$ cat src/rtl/cds_gain_pkg.sv
package cds_gain_pkg;

  typedef enum logic [1:0] {
    PH_IDLE = 2'd0,
    PH_REF  = 2'd1,
    PH_SIG  = 2'd2
  } phase_e;

  // step = 1 << shift; code 11 behaves as the coarsest step
  function automatic logic [1:0] step_shift(input logic [1:0] code);
    return (code == 2'b11) ? 2'd2 : code;
  endfunction

endpackage

$ cat src/rtl/cds_parity_cell.sv
// Least significant cell: a clock-phase tracker that follows the ticks, a
// parity flop written only at comparator fall or phase start, and a latch
// that keeps the reference parity while the cell stands in for a higher bit.
module cds_parity_cell (
  input  logic clk,
  input  logic rst_n,
  input  logic clear,
  input  logic preload,
  input  logic preload_bit,
  input  logic advance,
  input  logic capture,
  output logic par_q,
  output logic phase_q,
  output logic keep_q,
  output logic carry
);

  logic flip;

  // parity toggles at capture only if the tracked phase differs from it
  assign flip  = par_q ^ phase_q;
  assign carry = advance & phase_q;

  always_ff @(posedge clk) begin
    if (!rst_n) begin
      par_q   <= 1'b0;
      phase_q <= 1'b0;
      keep_q  <= 1'b0;
    end else if (clear) begin
      par_q   <= 1'b0;
      phase_q <= 1'b0;
      keep_q  <= 1'b0;
    end else if (preload) begin
      keep_q  <= par_q;
      par_q   <= preload_bit;
      phase_q <= preload_bit;
    end else begin
      if (advance) phase_q <= ~phase_q;
      if (capture && flip) par_q <= ~par_q;
    end
  end

endmodule

$ cat src/rtl/cds_upper_cells.sv
// Cells 1..W-1. The carry enters at cell shift+1; cells at or below shift
// are bypassed and keep their value. Negation loads ~q plus the carry that
// the parity cell asks for.
module cds_upper_cells #(
  parameter int W = 13
) (
  input  logic         clk,
  input  logic         rst_n,
  input  logic         clear,
  input  logic         negate,
  input  logic         neg_carry,
  input  logic         carry_in,
  input  logic [1:0]   shift,
  output logic [W-1:1] q
);

  localparam int NC = W - 1;

  logic [W-1:1] c;
  logic [W-1:1] neg_val;
  int           sh;

  assign sh      = int'(shift);
  assign neg_val = ~q + {{(NC-1){1'b0}}, neg_carry};

  always_comb begin
    c[1] = (sh == 0) ? carry_in : 1'b0;
    for (int i = 2; i < W; i++) begin
      if (i == sh + 1)     c[i] = carry_in;
      else if (i > sh + 1) c[i] = c[i-1] & q[i-1];
      else                 c[i] = 1'b0;
    end
  end

  for (genvar i = 1; i < W; i++) begin : g_cell
    always_ff @(posedge clk) begin
      if (!rst_n)      q[i] <= 1'b0;
      else if (clear)  q[i] <= 1'b0;
      else if (negate) q[i] <= neg_val[i];
      else if (c[i])   q[i] <= ~q[i];
    end
  end

endmodule

$ cat src/rtl/cds_result_reg.sv
// Output stage: loads at the end of the signal phase, holds until accepted.
module cds_result_reg #(
  parameter int W = 13
) (
  input  logic         clk,
  input  logic         rst_n,
  input  logic         load,
  input  logic [W-1:0] din,
  input  logic         ready,
  output logic         valid,
  output logic [W-1:0] dout
);

  always_ff @(posedge clk) begin
    if (!rst_n) begin
      valid <= 1'b0;
      dout  <= '0;
    end else if (load) begin
      valid <= 1'b1;
      dout  <= din;
    end else if (ready) begin
      valid <= 1'b0;
    end
  end

endmodule

$ cat src/rtl/cds_gain_counter.sv
module cds_gain_counter
  import cds_gain_pkg::*;
#(
  parameter int W = 13
) (
  input  logic         clk,
  input  logic         rst_n,
  input  logic         tick,
  input  logic         cmp,
  input  logic         ref_go,
  input  logic         sig_go,
  input  logic [1:0]   gain,
  input  logic         hold,
  input  logic         inv,
  input  logic         res_ready,
  output logic         res_valid,
  output logic [W-1:0] res_data
);

  localparam int                MAXV  = 2**(W-1) - 1;
  localparam logic [W-1:0]      MAX_W = {1'b0, {(W-1){1'b1}}};
  localparam logic signed [W:0] MAX_X = {2'b00, {(W-1){1'b1}}};

  phase_e       ph;
  logic [1:0]   sh;
  logic [1:0]   sh_new;
  logic         sat;
  logic         running;
  logic         pend;
  logic         ref_start;
  logic         sig_start;
  logic         inv_do;
  logic         stop;
  logic         load;
  logic         advance;
  logic         blocked;
  logic         carry;
  logic         par_q;
  logic         phase_q;
  logic         keep_q;
  logic         pre_bit;
  logic [W-1:1] upq;
  logic [W-1:0] live;
  logic [2:0]   step3;
  logic signed [W:0] live_x;
  logic signed [W:0] lim_x;

  assign running   = (ph != PH_IDLE);
  assign pend      = res_valid & ~res_ready;
  assign ref_start = ref_go & ~running & ~pend;
  assign sig_start = sig_go & ~ref_go & ~running & ~pend;
  assign inv_do    = hold & inv & ~running & ~ref_go & ~sig_go;
  assign stop      = running & ~cmp;
  assign load      = stop & (ph == PH_SIG);
  assign sh_new    = step_shift(gain);

  // value as seen through the current routing of the parity cell
  always_comb begin
    case (sh)
      2'd0:    live = {upq, phase_q};
      2'd1:    live = {upq[W-1:2], phase_q, keep_q};
      default: live = {upq[W-1:3], phase_q, upq[1], keep_q};
    endcase
  end

  always_comb begin
    case (sh_new)
      2'd0:    pre_bit = par_q;
      2'd1:    pre_bit = upq[1];
      default: pre_bit = upq[2];
    endcase
  end

  assign step3   = 3'd1 << sh;
  assign live_x  = $signed({live[W-1], live});
  assign lim_x   = MAX_X - $signed({{(W-2){1'b0}}, step3});
  assign blocked = live_x > lim_x;
  assign advance = running & cmp & tick & ~blocked;

  always_ff @(posedge clk) begin
    if (!rst_n) begin
      ph  <= PH_IDLE;
      sh  <= 2'd0;
      sat <= 1'b0;
    end else begin
      if (ref_start) begin
        ph  <= PH_REF;
        sh  <= 2'd0;
        sat <= 1'b0;
      end else if (sig_start) begin
        ph  <= PH_SIG;
        sh  <= sh_new;
        sat <= 1'b0;
      end else if (stop) begin
        ph  <= PH_IDLE;
      end else if ((ph == PH_SIG) && cmp && tick && blocked) begin
        sat <= 1'b1;
      end
    end
  end

  cds_parity_cell u_lsb (
    .clk         (clk),
    .rst_n       (rst_n),
    .clear       (ref_start),
    .preload     (sig_start),
    .preload_bit (pre_bit),
    .advance     (advance),
    .capture     (stop),
    .par_q       (par_q),
    .phase_q     (phase_q),
    .keep_q      (keep_q),
    .carry       (carry)
  );

  cds_upper_cells #(.W(W)) u_upper (
    .clk       (clk),
    .rst_n     (rst_n),
    .clear     (ref_start),
    .negate    (inv_do),
    .neg_carry (~par_q),
    .carry_in  (carry),
    .shift     (sh),
    .q         (upq)
  );

  cds_result_reg #(.W(W)) u_out (
    .clk   (clk),
    .rst_n (rst_n),
    .load  (load),
    .din   (sat ? MAX_W : live),
    .ready (res_ready),
    .valid (res_valid),
    .dout  (res_data)
  );

  initial begin
    if (W < 4 || MAXV < 4) $error("cds_gain_counter needs W >= 4");
  end

endmodule

$ cat config.mk
export PLATFORM = sky130hd
export DESIGN_NAME = cds_gain_counter
export DESIGN_NICKNAME = d
export VERILOG_FILES = /design/src/rtl/cds_gain_pkg.sv /design/src/rtl/cds_parity_cell.sv /design/src/rtl/cds_upper_cells.sv /design/src/rtl/cds_result_reg.sv /design/src/rtl/cds_gain_counter.sv
export SDC_FILE = /design/constraint.sdc
export NUM_CORES = 1
export LEC_CHECK = 0
export ABC_AREA = 1
export BUFFER_PORTS_ARGS = -buffer_cell sky130_fd_sc_hd__buf_4
export CORE_UTILIZATION = 45
export DETAILED_ROUTE_END_ITERATION = 16
export HOLD_SLACK_MARGIN = 0.02
export MAX_ROUTING_LAYER = met4
export PLACE_DENSITY_LB_ADDON = 0.05
export SYNTH_ARGS = -nofsm -noshare
export SYNTH_HDL_FRONTEND = slang
export SYNTH_SLANG_ARGS = --single-unit
$ cat constraint.sdc
create_clock -name clk -period 4.9 [get_ports clk]
set_input_delay 0.245 -clock clk [delete_from_list [all_inputs] [get_ports clk]]
set_output_delay 0.245 -clock clk [all_outputs]
set_load 0.01 [all_outputs]
==> impl_metrics.tcl <==
set metrics [dict create \
    row_count 23 \
    dpl.cell_count 345 \
    cts_tree "yes" \
    final_area_sq_um 2310 \
    synthCells 274 \
    dieArea_sq_um 4640 \
    ctsResizeCount 0 \
    yosys.area.top_type "dfxtp_1" \
    synth_flop_cell "dfxtp_1" \
    cts_setup_buffers 0 \
    die_h_microns 68.1 \
    grt_max_degree 18 \
    drive_gt1_share_pct 18.8 \
    stdcell_count 353 \
    hpwl_microns 3320 \
    ys_top_cells_by_area "dfxtp_1, inv_1, nand2_1, ha_1, a21oi_1" \
    ctsHtreeMaxLevel 2 \
    yosysWarnings 0 \
    path_cells "inv_1 -> ha_1 -> nor2_1 -> nor2_1 -> a21oi_1 -> ha_1 -> nand3_1 -> nand3_1 -> nand3_2 -> nand2_2 -> nor2_4 -> nand2_1 -> o21ai_0 -> nand3_2 -> nand2_2 -> nand2_2 -> nand2_2 -> nand3_2 -> nor2_2 -> nand3_1 -> nand2_1 -> nor2_1" \
    syn_nets 296 \
    skew_ps 7.21 \
    status "finished clean" \
    peakVddDrop_v 0.000135 \
    finalHoldViolations 0 \
    synth_cell_types 30 \
    die_w_microns 68.1 \
    path_clk_slew_ps 80 \
    grt_usage_pct 22.4 \
    cp-start-kind "flop" \
    holdBufCountCts 0 \
    period_share_pct 63.0 \
    seq_area_frac_synth_pct 34.6 \
    cp-end-kind "flop" \
    rsz0062_at_grt "false" \
    grt_pass1_vias 1649 \
    grt_pass1_wl_microns 7440 \
    wl_microns 4330 \
    nNetsFinal 324 \
    path_delay_family "simple AND/OR/NAND/NOR gates" \
    finalSetupTns_ps 0 \
    antennaDiodeCount 0 \
    syn_avg_cell_area_sq_um 7.17 \
    start_util_pct 48.1 \
    worst_pin_slew_ps 645 \
    cp_num_buf_inv 1 \
    routedWlPerCell_microns 12.3 \
    min_period_ps 3090 \
    clock.fmax_mhz 324 \
    yosys.cell_count.top_type "inv_1" \
    cts_sinks 34 \
    clock_latency_ps 290 \
    dpl-instance-area_sq_um 2190 \
    min_path_type "input pin to flop" \
    synth_area_sq_um 1970 \
    overflow 0 \
    dr.pass1.iters 4 \
    synth_enable_flop_cells 0 \
    crit_top_cell "nand2_2" \
    slew_viol_final 0 \
    cap_violations 0 \
    core_sq_um 4090 \
    synth_top_area_share_pct 34.6 \
    synthTopCellsByCount "inv_1, nand2_1, dfxtp_1, a21oi_1, nor2_1" \
    cts_made_buffers 5 \
    async_flop_share_pct 0 \
    grt_antenna_before_repair 0 \
    port_buffers 24 \
    vias 1811 \
    n_fill_cell 406 \
    clockBufferDepth 2 \
    crit_fanout 6 \
    route.detailed.drc 0 \
    ant_nets 0 \
    root_buffer "clkbuf_8" \
    syn_to_final_growth_pct 17.4 \
    num_io_pins 25 \
    critPathMaxStageDelay_ps 380 \
    critPathRequiredTime_ps 5090 \
    cpMaxStageDelayCell "dfxtp_1" \
    power.density_nw_per_um2 265 \
    crit_arrival_ps 3270 \
    first_iter_violations 109 \
    ys_ff_latch 34 \
    vias_per_cell 5.13 \
    critPathKind "flop to flop" \
    setup_viol_count_final 0 \
    p_leak_nw 1.04 \
    timing.slew.headroom_pct 56.9 \
    gp_congestion 0.902 \
]
==> flip-flops by register name, summed over array words and instances, names as in the netlist <==
signal and cells:
u_out.valid 1, ph 2, sh 2, u_lsb.par_q 1, u_lsb.keep_q 1, sat 1
u_upper.q 12, u_lsb.phase_q 1, u_out.dout 13
==> path summary, 6_finish.rpt <==
check	from	depth (start not counted)	endpoint	slack (ps)
hold / removal	cmp	3	ph[1]	240
setup reg to reg	sh[1]	22	u_upper.q[12]	1810
setup / recovery	sh[1]	22	u_upper.q[12]	1810
hold reg to reg	u_out.dout[11]	2	u_out.dout[11]	470
==> layout make-up <==
type / instances / area [sq um] / area share [%]
repair buffers: 25 / 188 / 8.13
inverters: 51 / 191 / 8.30
clock buffers: 5 / 68.8 / 2.98
flip-flops and latches: 34 / 681 / 29.5
clock inverters: 3 / 45.0 / 1.95
multi-input cells: 185 / 1070 / 46.4
well taps: 50 / 62.6 / 2.71
==> cell usage in the layout, fill, tap and decap left out, drive strengths merged, types with 3 or more instances in the layout <==
cell type and instances:
inv 51, ha 11, a21oi 28, dfxtp 34, a221oi 9, nand3 16, nor4 3, buf 25
nand2 53, o211ai 4, o21ai 22, nor2 26, clkbuf 5, nand4 3
==> routing by layer <==
| layer | part of all wire, % | global-route usage [%] | wire length [microns] | vias to the layer above |
|---|---|---|---|---|
| met5 | 0 | - | 0 | - |
| met1 | 53 | 29.0 | 2280 | 817 |
| met2 | 43 | 34.8 | 1870 | 29 |
| li1 | - | - | - | 961 |
| met3 | 3.3 | 5.00 | 145 | 4 |
| met4 | 0.95 | 6.25 | 41 | 0 |
==> metrics by stage <==
step                      util, %  hold WS, ps  power [mW]  setup WS, ps
final                        56.5          236       0.610          1810
after global routing         56.5          255       0.639          1470
after global placement       53.7          457       0.352          1880
after CTS                    56.5          236       0.616          1810
after floorplan                 -          392       0.332          2190
after detailed placement     53.7          460       0.352          1840
==> worst reg2reg max path: stages, from the launching register on <==
cell     delay, ps
dfxtp_1        380
inv_1          110
ha_1           280
nor2_1         170
nor2_1          50
a21oi_1        180
ha_1           290
nand3_1         90
nand3_1         80
nand3_2        130
nand2_2        100
nor2_4         140
nand2_1         80
o21ai_0        130
nand3_2        140
nand2_2         80
nand2_2         50
nand2_2         70
nand3_2         80
nor2_2         150
nand3_1         90
nand2_1         70
nor2_1          40
==> where the power goes <==
group	total (mW)	switching (mW)	internal, mW
clock network	0.264	0.113	0.151
registers	0.285	0.00414	0.281
logic	0.0612	0.0389	0.0223
total	0.610	0.156	0.454
==> cells by family after synthesis <==
group	share of synthesized area [%]
fa+ha+maj	7.00
buf+inv	10.9
flops	34.6
xor+xnor	0.891
compound gates	20.3
simple gates	26.3
Power figures use the tool's default switching activity.
